**src/rtl/pil_arbiter_pkg.sv**
```systemverilog
package pil_arbiter_pkg;
    parameter int unsigned LVL_W    = 4;
    parameter int unsigned NUM_LVL  = 1 << LVL_W;
    parameter int unsigned MAX_LVL  = NUM_LVL - 1;
    parameter int unsigned EXT_W    = 4;
    parameter int unsigned NUM_EXT  = 1 << EXT_W;
    parameter int unsigned EXT_ID_W = EXT_W + 1;
    parameter int unsigned TT_W     = 8;
    parameter logic [TT_W-1:0] TT_BASE = 8'h10;

    typedef struct packed {
        logic [NUM_LVL-1:0]  prim;
        logic [NUM_EXT-1:0]  ext;
        logic                req;
        logic [TT_W-1:0]     ttype;
        logic                idv;
        logic [EXT_ID_W-1:0] id;
    } arb_state_t;
endpackage

```
**src/rtl/pia_prio_enc.sv**
```systemverilog
// Finds the highest set bit of a vector.
module pia_prio_enc #(
    parameter int unsigned W  = 16,
    parameter int unsigned IW = (W > 1) ? $clog2(W) : 1
) (
    input  logic [W-1:0]  vec_i,
    output logic [IW-1:0] idx_o,
    output logic          any_o
);
    always_comb begin
        idx_o = '0;
        any_o = 1'b0;
        for (int i = 0; i < int'(W); i++) begin
            if (vec_i[i]) begin
                idx_o = IW'(i);
                any_o = 1'b1;
            end
        end
    end
endmodule

```
**src/rtl/pia_ext_merge.sv**
```systemverilog
// Maps the extended bank onto one primary level as a one-hot mask.
module pia_ext_merge #(
    parameter int unsigned NLVL = 16,
    parameter int unsigned LW   = 4
) (
    input  logic            ext_any_i,
    input  logic [LW-1:0]   ext_lvl_i,
    output logic [NLVL-1:0] lvl_mask_o
);
    logic cfg_ok;

    // Level 0 is idle and the top level is reserved for non-maskable use.
    assign cfg_ok = (ext_lvl_i != '0) && (ext_lvl_i != LW'(NLVL - 1));

    for (genvar g = 0; g < int'(NLVL); g++) begin : g_lvl
        assign lvl_mask_o[g] = ext_any_i && cfg_ok && (ext_lvl_i == LW'(g));
    end
endmodule

```
**src/rtl/pia_level_gate.sv**
```systemverilog
// Compares the winning level with the mask and applies the trap enable.
module pia_level_gate #(
    parameter int unsigned LW = 4
) (
    input  logic          any_i,
    input  logic [LW-1:0] top_i,
    input  logic [LW-1:0] pil_i,
    input  logic          trap_en_i,
    output logic          req_o
);
    localparam logic [LW-1:0] NMI_LVL = '1;

    logic above_mask;
    logic non_maskable;

    assign above_mask   = top_i > pil_i;
    assign non_maskable = top_i == NMI_LVL;
    assign req_o        = trap_en_i && any_i && (above_mask || non_maskable);
endmodule

```
**src/rtl/pil_arbiter.sv**
```systemverilog
module pil_arbiter
    import pil_arbiter_pkg::*;
(
    input  logic                clk_i,
    input  logic                rst_ni,
    input  logic [NUM_LVL-1:0]  irq_i,
    input  logic [NUM_EXT-1:0]  ext_irq_i,
    input  logic [LVL_W-1:0]    ext_lvl_i,
    input  logic [LVL_W-1:0]    pil_i,
    input  logic                trap_en_i,
    input  logic                trap_ack_i,
    input  logic                ext_clr_i,
    input  logic [EXT_W-1:0]    ext_clr_idx_i,
    output logic                trap_req_o,
    output logic [TT_W-1:0]     trap_type_o,
    output logic                ext_id_vld_o,
    output logic [EXT_ID_W-1:0] ext_id_o
);
    localparam logic [NUM_LVL-1:0] LVL_ONE = NUM_LVL'(1);
    localparam logic [NUM_EXT-1:0] EXT_ONE = NUM_EXT'(1);

    arb_state_t st_d, st_q;

    // Signals between the next-state logic and the helper blocks.
    logic [NUM_EXT-1:0] ext_nxt;
    logic [EXT_W-1:0]   ext_hi;
    logic               ext_any;
    logic [NUM_LVL-1:0] ext_mask;
    logic [NUM_LVL-1:0] eff_lvl;
    logic [LVL_W-1:0]   top_lvl;
    logic               top_any;
    logic               req_nxt;

    pia_prio_enc #(.W(NUM_EXT), .IW(EXT_W)) u_ext_enc (
        .vec_i (ext_nxt),
        .idx_o (ext_hi),
        .any_o (ext_any)
    );

    pia_ext_merge #(.NLVL(NUM_LVL), .LW(LVL_W)) u_merge (
        .ext_any_i  (ext_any),
        .ext_lvl_i  (ext_lvl_i),
        .lvl_mask_o (ext_mask)
    );

    pia_prio_enc #(.W(NUM_LVL), .IW(LVL_W)) u_lvl_enc (
        .vec_i (eff_lvl),
        .idx_o (top_lvl),
        .any_o (top_any)
    );

    pia_level_gate #(.LW(LVL_W)) u_gate (
        .any_i     (top_any),
        .top_i     (top_lvl),
        .pil_i     (pil_i),
        .trap_en_i (trap_en_i),
        .req_o     (req_nxt)
    );

    always_comb begin
        logic               ack_hit;
        logic [LVL_W-1:0]   ack_lvl;
        logic [NUM_LVL-1:0] prim_clr;
        logic [NUM_EXT-1:0] ext_clr;

        st_d = st_q;

        // An acknowledge only counts while a trap is being presented.
        ack_hit  = trap_ack_i && st_q.req;
        ack_lvl  = st_q.ttype[LVL_W-1:0];
        prim_clr = ack_hit ? (LVL_ONE << ack_lvl) : '0;

        ext_clr = '0;
        if (ack_hit && (ack_lvl == ext_lvl_i) && st_q.idv) begin
            ext_clr = ext_clr | (EXT_ONE << st_q.id[EXT_W-1:0]);
        end
        if (ext_clr_i) begin
            ext_clr = ext_clr | (EXT_ONE << ext_clr_idx_i);
        end

        // A new request in the same cycle wins over its clear.
        st_d.prim    = (st_q.prim & ~prim_clr) | irq_i;
        st_d.prim[0] = 1'b0;
        ext_nxt      = (st_q.ext & ~ext_clr) | ext_irq_i;
        st_d.ext     = ext_nxt;

        eff_lvl    = st_d.prim | ext_mask;
        eff_lvl[0] = 1'b0;

        st_d.req   = req_nxt;
        st_d.ttype = req_nxt ? (TT_BASE + TT_W'(top_lvl)) : '0;
        st_d.idv   = ext_any;
        st_d.id    = ext_any ? (EXT_ID_W'(NUM_EXT) + EXT_ID_W'(ext_hi)) : '0;
    end

    always_ff @(posedge clk_i or negedge rst_ni) begin
        if (!rst_ni) begin
            st_q <= '0;
        end else begin
            st_q <= st_d;
        end
    end

    assign trap_req_o   = st_q.req;
    assign trap_type_o  = st_q.ttype;
    assign ext_id_vld_o = st_q.idv;
    assign ext_id_o     = st_q.id;
endmodule

```
**config.mk**
```make
export PLATFORM = sky130hd
export DESIGN_NAME = pil_arbiter
export DESIGN_NICKNAME = d
export VERILOG_FILES = /design/src/rtl/pil_arbiter_pkg.sv /design/src/rtl/pia_prio_enc.sv /design/src/rtl/pia_ext_merge.sv /design/src/rtl/pia_level_gate.sv /design/src/rtl/pil_arbiter.sv
export SDC_FILE = /design/constraint.sdc
export NUM_CORES = 1
export LEC_CHECK = 0
export CAP_MARGIN = 20
export CORE_ASPECT_RATIO = 0.8
export CORE_UTILIZATION = 55
export DETAILED_ROUTE_END_ITERATION = 6
export DONT_BUFFER_PORTS = 1
export PLACE_DENSITY_LB_ADDON = 0.05
export SYNTH_ARGS = -nofsm -noshare
export SYNTH_HDL_FRONTEND = slang
export SYNTH_SLANG_ARGS = --single-unit
```
**constraint.sdc**
```tcl
create_clock -name clk_i -period 9.19 [get_ports clk_i]
set_clock_uncertainty 0.05 [all_clocks]
set_input_delay 0 -clock clk_i [delete_from_list [all_inputs] [get_ports clk_i]]
set_output_delay 0 -clock clk_i [all_outputs]
set_load 0.005 [all_outputs]
```
==> results of run 1 <==
## path summary, 6_finish.rpt
path,from,end
worst max-delay path,trap_type_o[3],trap_type_o[3]
worst min-delay path,ext_clr_idx_i[2],st_q[23]
worst max register to register,trap_type_o[3],trap_type_o[3]
worst min register to register,st_q[41],st_q[41]
max in group asynchronous,rst_ni,st_q[39]
min in group asynchronous,rst_ni,st_q[19]
## cells in the mapped netlist (7+ instances only)
master	instances
a21o_1	12
a21oi_1	11
a32oi_1	8
buf_4	13
dfrtp_1	41
inv_1	22
nand2_1	23
nand2b_1	11
nor2_1	17
nor2b_1	13
nor4_1	8
o21ai_0	13
or3_1	7
## flip-flops by register name, indices dropped and copies added, names as in the netlist
register / count
trap_type_o: 5
st_q: 31
ext_id_o: 5
## through the flow
stage	power, µW	hold WS, ns
after CTS	410.3	0.0008788
after floorplan	219.8	-0.3456
after global placement	221.2	-0.3448
final	407.8	0.01411
after detailed placement	221.7	-0.3448
after global routing	423.4	0.001592
## where the power goes
group	internal (µW)	total (µW)	switching, µW	leakage [µW]
Clock	108	172	63.7	0.0000681
Sequential	184	189	4.70	0.000378
Combinational	21.9	47.5	25.6	0.000577
Total	314	408	94.0	0.00102
## layer usage
metal	share of wire (%)	track usage (%)
met5	0	0
met2	41	40.38
met1	50	46.18
met4	0.35	4.464
met3	8.4	6.286
## critical path: cells and delay by family (launching register included)
family,cells,cell delay [ns]
AO/OA/AOI/OAI,8,1.96
XOR/XNOR,1,0.27
adder cells (fa/ha/maj),1,0.20
buffers and inverters,1,0.07
flip-flops,1,0.47
AND/OR/NAND/NOR,7,1.85
## cells by family (layout without fill, tap and decap cells)
| logic type | after synthesis | count (layout) |
|---|---|---|
| simple gates | 111 | 111 |
| compound gates | 87 | 87 |
| buf+inv | 43 | 67 |
| flops | 41 | 41 |
| fa+ha+maj | 4 | 4 |
| xor+xnor | 4 | 4 |
| other cells | 1 | 3 |
## area by class of cell
cell class	count	area [µm²]	share of cell area, %
multi-input combinational	209	1409	45.40
sequential	41	1026	33.06
timing repair buffer	36	370.4	11.94
inverter	23	88.84	2.863
tap	60	75.07	2.419
clock buffer	5	68.82	2.218
clock inverter	3	65.06	2.097
==> out/metrics.csv, run 1 <==
stage,metric,value,unit
clock_network,TritonCTS buffer count,5,
sta,"Hold Violations, Final",0,
worst_setup_path,Crit path largest cell delay,0.54,ns
clock_network,Root Driver,clkbuf_8,
floorplanning,area of the die,0.005118,mm²
sta,measured slew at the worst slew-check pin,0.6553,ns
worst_hold_path,Min-Delay Path Class,input pin to flip-flop,
yosys,Synthesis Warnings,0,
clock_network,"CTS clk-pin slew, worst paths",0.08,ns
yosys,"FF+latch count, synth",41,
clock_network,Hold Buf Count CTS,35,
worst_hold_path,hold path cells,3,
floorplanning,Initial Utilization,57.49,%
worst_setup_path,Worst EP required,9.31,ns
finish,Layout Nets,369,
yosys,Post-Syn Instances,291,
clock_network,CTS max path bufs,2,
grt,antenna violations before repair,0,
clock_network,clk_lat worst skew,0.29,ns
floorplanning,Die W,79.74,µm
clock_network,"Setup Fix Bufs, Post-CTS",0,
yosys,area share of the largest cell type after synthesis,38.59,%
floorplanning,IO Pins,64,
sta,fin crit share,54.39,%
finish,"Core Util, Final",67.10,%
sta,post-layout minimum cycle time,4.999,ns
yosys,syn_area_per_cell,9.137,µm²
routing,Wirelength per Cell,18.82,µm
worst_setup_path,Slowest cell on crit path,nor3b_2,
routing,WL final,7.097,mm
finish,"most common cell after layout, fill and taps aside",dfrtp_1,
sta,setup TNS,0,ns
yosys,Synth Flop Type,dfrtp_1,
floorplanning,Core Region,0.004624,mm²
grt,grt total ovfl,0,
yosys,Compound-Gate Fraction of Synth Area,25.04,%
yosys,Yosys cell types,61,
sta,max_slew headroom,56.22,%
yosys,post-synth top area cell,dfrtp_1,
worst_setup_path,flop-to-flop setup slack,4.19,ns
sta,Final WS setup,4.191,ns
placement,pre-CTS setup slack,4.302,ns
worst_setup_path,Setup crit end kind,flip-flop,
placement,HPWL after DPL,5.187,mm
grt,vias in the first global route,2198,
worst_setup_path,worst-path fanout max,8,
sta,max-slew violations,0,
power_and_ir_drop,peak supply drop,0.09961,mV
sta,final setup vio count,0,
grt,global-route wire length before repair,11.18,mm
yosys,Synth Area in XOR/XNOR,1.600,%
worst_setup_path,WS Path Type,flip-flop to flip-flop,
finish,Final Non-Filler Cells,377,
yosys,mux share of post-synthesis cell area,0,%
finish,share of cells above drive strength 1,7.886,%
placement,area of placed instances,0.002599,mm²
run_status,outcome,"finished, final reports clean",
floorplanning,height of the die,64.19,µm
placement,placer congestion estimate,0.8655,
yosys,Synth area leaders,"dfrtp_1 (39%), buf_4 (3.7%), a21o_1 (3.4%)",
yosys,"FFs w/ async S/R, synth",100.0,%
worst_setup_path,CP startpoint kind,flip-flop,
routing,Initial DRC Count,208,
clock_network,TritonCTS clock tree,yes,
worst_setup_path,Critical Path AT,5.11,ns
yosys,Post-Syn Area,0.002659,mm²
flow_run,maxcap violations,0,
power_and_ir_drop,power per cell area,131.4,mW/mm²
placement,I/O Buffers,0,
yosys,Synth Area in Adders,1.882,%
power_and_ir_drop,Lkg Pwr,0.001024,µW
worst_setup_path,sequence of cells on the critical path,xnor2_1 > nor3b_2 > a32oi_1 > nor4_1 > and4b_4 > inv_4 > and2_4 > a2111oi_2 > a2111oi_2 > a311oi_2 > ha_1 > nor2b_1 > o21ai_0 > nand2b_1 > a21oi_1 > a41oi_1 > o221ai_1 > nor2b_1,
routing,final antenna-violating net count,0,
yosys,Synth Area in Simple Gates,24.05,%
grt,Total GRT Usage,29.02,%
routing,DRC violations left,0,
routing,number of iterations in the first detailed-routing pass,4,
routing,vias per inst,6.244,
finish,synthesis-to-finish area growth,16.71,%
finish,most frequent cells in the layout,"dfrtp_1 (41), dlygate4sd3_1 (35), nand2_1 (23)",
finish,Fillers,390,
clock_network,H-tree levels,2,
sta,Fmax,200.1,MHz
clock_network,CTS Sinks,41,
finish,number of diodes,0,
worst_setup_path,reg2reg path depth,18,
yosys,"Seq/Total Area, Yosys",38.59,%
finish,fin area,0.003103,mm²
placement,placed cell count,333,
grt,largest net degree at the start of global routing,42,
routing,vias after detailed routing,2354,
yosys,number of synthesized flops with an enable pin,0,
yosys,largest family of logic cells by synthesized area,compound AO/OA/AOI/OAI gates,
floorplanning,row cnt,22,
sta,RSZ-0062 raised after global routing,no,
clock_network,Resized cells post-CTS,0,
Note: power is estimated with default switching activity, not from simulation.
==> run 2: changes to the inputs <==
==> constraint.sdc (replaced) <==
create_clock -name clk_i -period 4.3 [get_ports clk_i]
set_clock_uncertainty 0.05 [all_clocks]
set_input_delay 0 -clock clk_i [delete_from_list [all_inputs] [get_ports clk_i]]
set_output_delay 0 -clock clk_i [all_outputs]
set_load 0.005 [all_outputs]
==> out/metrics.csv, run 2 (synthesis results as in run 1) <==
stage,metric,value,unit,change
run_status,outcome,"finished, violations left",,
run_status,failing checks,negative setup slack,,
routing,WL final,8.432,mm,+19%
power_and_ir_drop,PnR Total Power,833.8,µW,+100%
finish,most frequent cells in the layout,"buf_4 (44), dfrtp_1 (40), dlygate4sd3_1 (34)",,
grt,grt total ovfl,0,,unchanged
placement,placer congestion estimate,0.8467,,-2.2%
floorplanning,height of the die,64.19,µm,unchanged
floorplanning,area of the die,0.005118,mm²,unchanged
power_and_ir_drop,Reg power frac,47.8,%,+1.5 points
clock_network,H-tree levels,2,,unchanged
placement,pre-CTS setup slack,-0.4175,ns,-4.720 ns
routing,final antenna-violating net count,0,,unchanged
sta,fin crit share,102.0,%,+48 points
sta,setup TNS,-0.3133,ns,-0.3133 ns
floorplanning,Initial Utilization,57.49,%,unchanged
routing,Initial DRC Count,413,,+99%
grt,Total GRT Usage,34.69,%,+5.7 points
power_and_ir_drop,power per cell area,228.9,mW/mm²,+74%
worst_hold_path,Min-Delay Path Class,input pin to flip-flop,,
power_and_ir_drop,Lkg Pwr,0.001269,µW,+24%
floorplanning,Die W,79.74,µm,unchanged
finish,share of cells above drive strength 1,25.14,%,+17 points
sta,max_slew headroom,60.92,%,+4.7 points
placement,area of placed instances,0.002877,mm²,+11%
worst_setup_path,Critical Path AT,4.52,ns,-0.59 ns
worst_setup_path,RR Startpoint,trap_type_o[0],,
sta,max-slew violations,0,,unchanged
sta,"Hold Violations, Final",0,,unchanged
power_and_ir_drop,combinational share of power,17.4,%,+5.8 points
sta,post-layout minimum cycle time,4.384,ns,-0.6145 ns
worst_setup_path,Setup crit end kind,flip-flop,,
power_and_ir_drop,peak supply drop,0.1801,mV,+81%
finish,storage element area,0.001027,mm²,+0.12%
power_and_ir_drop,switch share,27.12,%,+4.1 points
finish,number of diodes,0,,unchanged
worst_setup_path,Worst EP required,4.43,ns,-4.88 ns
grt,vias in the first global route,2621,,+19%
finish,Fillers,312,,-20%
grt,largest net degree at the start of global routing,42,,unchanged
routing,vias after detailed routing,2652,,+13%
flow_run,maxcap violations,0,,unchanged
sta,Fmax,228.1,MHz,+14%
clock_network,Root Driver,clkbuf_8,,
power_and_ir_drop,total net switching power,226.1,µW,+140%
worst_setup_path,CP startpoint kind,flip-flop,,
sta,final setup vio count,5,,+5
finish,Layout Nets,414,,+12%
worst_hold_path,hold wc startpoint,ext_irq_i[4],,
clock_network,clk_lat worst skew,0.31,ns,+0.02 ns
placement,I/O Buffers,0,,unchanged
sta,RSZ-0062 raised after global routing,yes,,
clock_network,CTS Sinks,41,,unchanged
worst_setup_path,crit path from,trap_type_o[0],,
finish,largest register by flop count,st_q,,
floorplanning,IO Pins,64,,unchanged
clock_network,CTS max path bufs,2,,unchanged
finish,number of flip-flops in the largest register,31,,unchanged
sta,final hold slack,0.03107,ns,+0.01696 ns
finish,fin area,0.003642,mm²,+17%
power_and_ir_drop,clock power share,34.8,%,-7.3 points
grt,antenna violations before repair,0,,unchanged
placement,HPWL after DPL,5.722,mm,+10%
worst_setup_path,worst-path fanout max,8,,unchanged
finish,Multi-input gate area,0.001637,mm²,+16%
power_and_ir_drop,Pint,607.7,µW,+94%
routing,Wirelength per Cell,19.98,µm,+6.1%
clock_network,TritonCTS clock tree,yes,,
grt,global-route wire length before repair,13.08,mm,+17%
finish,"most common cell after layout, fill and taps aside",buf_4,,
finish,synthesis-to-finish area growth,36.99,%,
clock_network,TritonCTS buffer count,5,,unchanged
floorplanning,Core Region,0.004624,mm²,unchanged
routing,number of iterations in the first detailed-routing pass,6,,+2
routing,vias per inst,6.284,,+0.65%
clock_network,"CTS clk-pin slew, worst paths",0.09,ns,about the same
routing,DRC violations left,0,,unchanged
floorplanning,row cnt,22,,unchanged
sta,Final WS setup,-0.08414,ns,-4.275 ns
sta,measured slew at the worst slew-check pin,0.5850,ns,-0.07033 ns
worst_setup_path,WS Path Type,flip-flop to flip-flop,,
==> run 2: repair_timing <==
item / CTS / global route
pin swaps: 17 / 9
hold buffers: 35 / 0
endpoints found under the setup margin: 5 / 5
gates resized for setup: 22 / 13
hold endpoints to repair: 79 / 0
setup buffers: 7 / 2
==> run 2: cell type report <==
class / count / area share, %
tap: 60 / 2.061
clock buffer: 7 / 2.645
sequential: 41 / 28.20
clock inverter: 1 / 0.1374
multi-input combinational: 209 / 44.93
timing repair buffer: 81 / 19.58
inverter: 23 / 2.439
==> run 2: per-layer routing <==
| metal | global-route usage (%) | share of wire [%] |
|---|---|---|
| met1 | 49.41 | 45 |
| met2 | 50.75 | 44 |
| met3 | 10.00 | 9.7 |
| met4 | 10.71 | 1.5 |
| met5 | 0 | 0 |
==> run 2: final timing paths <==
path	end	slack (ns)	depth (start not counted)
setup / recovery	trap_type_o[1]	-0.08	18
hold / removal	st_q[19]	0.03	3
setup reg to reg	trap_type_o[1]	-0.08	18
hold reg to reg	st_q[41]	0.46	2
max in group asynchronous	trap_type_o[2]	3.86	2
min in group asynchronous	ext_id_o[3]	0.14	2
==> run 2: power groups by stage <==
stage               logic (µW)  clock network [µW]  registers [µW]
finish                     145                 290             399
global route               157                 312             399
CTS                        134                 291             398
detailed placement        85.7                   0             405
global placement          84.2                   0             405
floorplan                 64.8                   0             405
==> run 2: worst max-delay path: stages, from the launching register on <==
cell,delay [ns]
dfrtp_1,0.41
xor2_2,0.17
buf_4,0.15
or3_4,0.44
o32a_1,0.39
nor4_4,0.33
and4b_4,0.31
inv_4,0.06
and2_4,0.14
buf_4,0.14
nor4_1,0.41
a21o_1,0.25
ha_1,0.27
o21ai_1,0.08
nand2b_1,0.08
a21oi_2,0.15
a41oi_2,0.07
o221ai_4,0.26
nor2b_1,0.10
==> run 2: metrics by stage <==
step	cells	utilization [%]
after floorplan	293	-
after global placement	370	62.20
after detailed placement	370	62.20
after CTS	420	76.43
after global routing	422	78.76
final	422	78.76
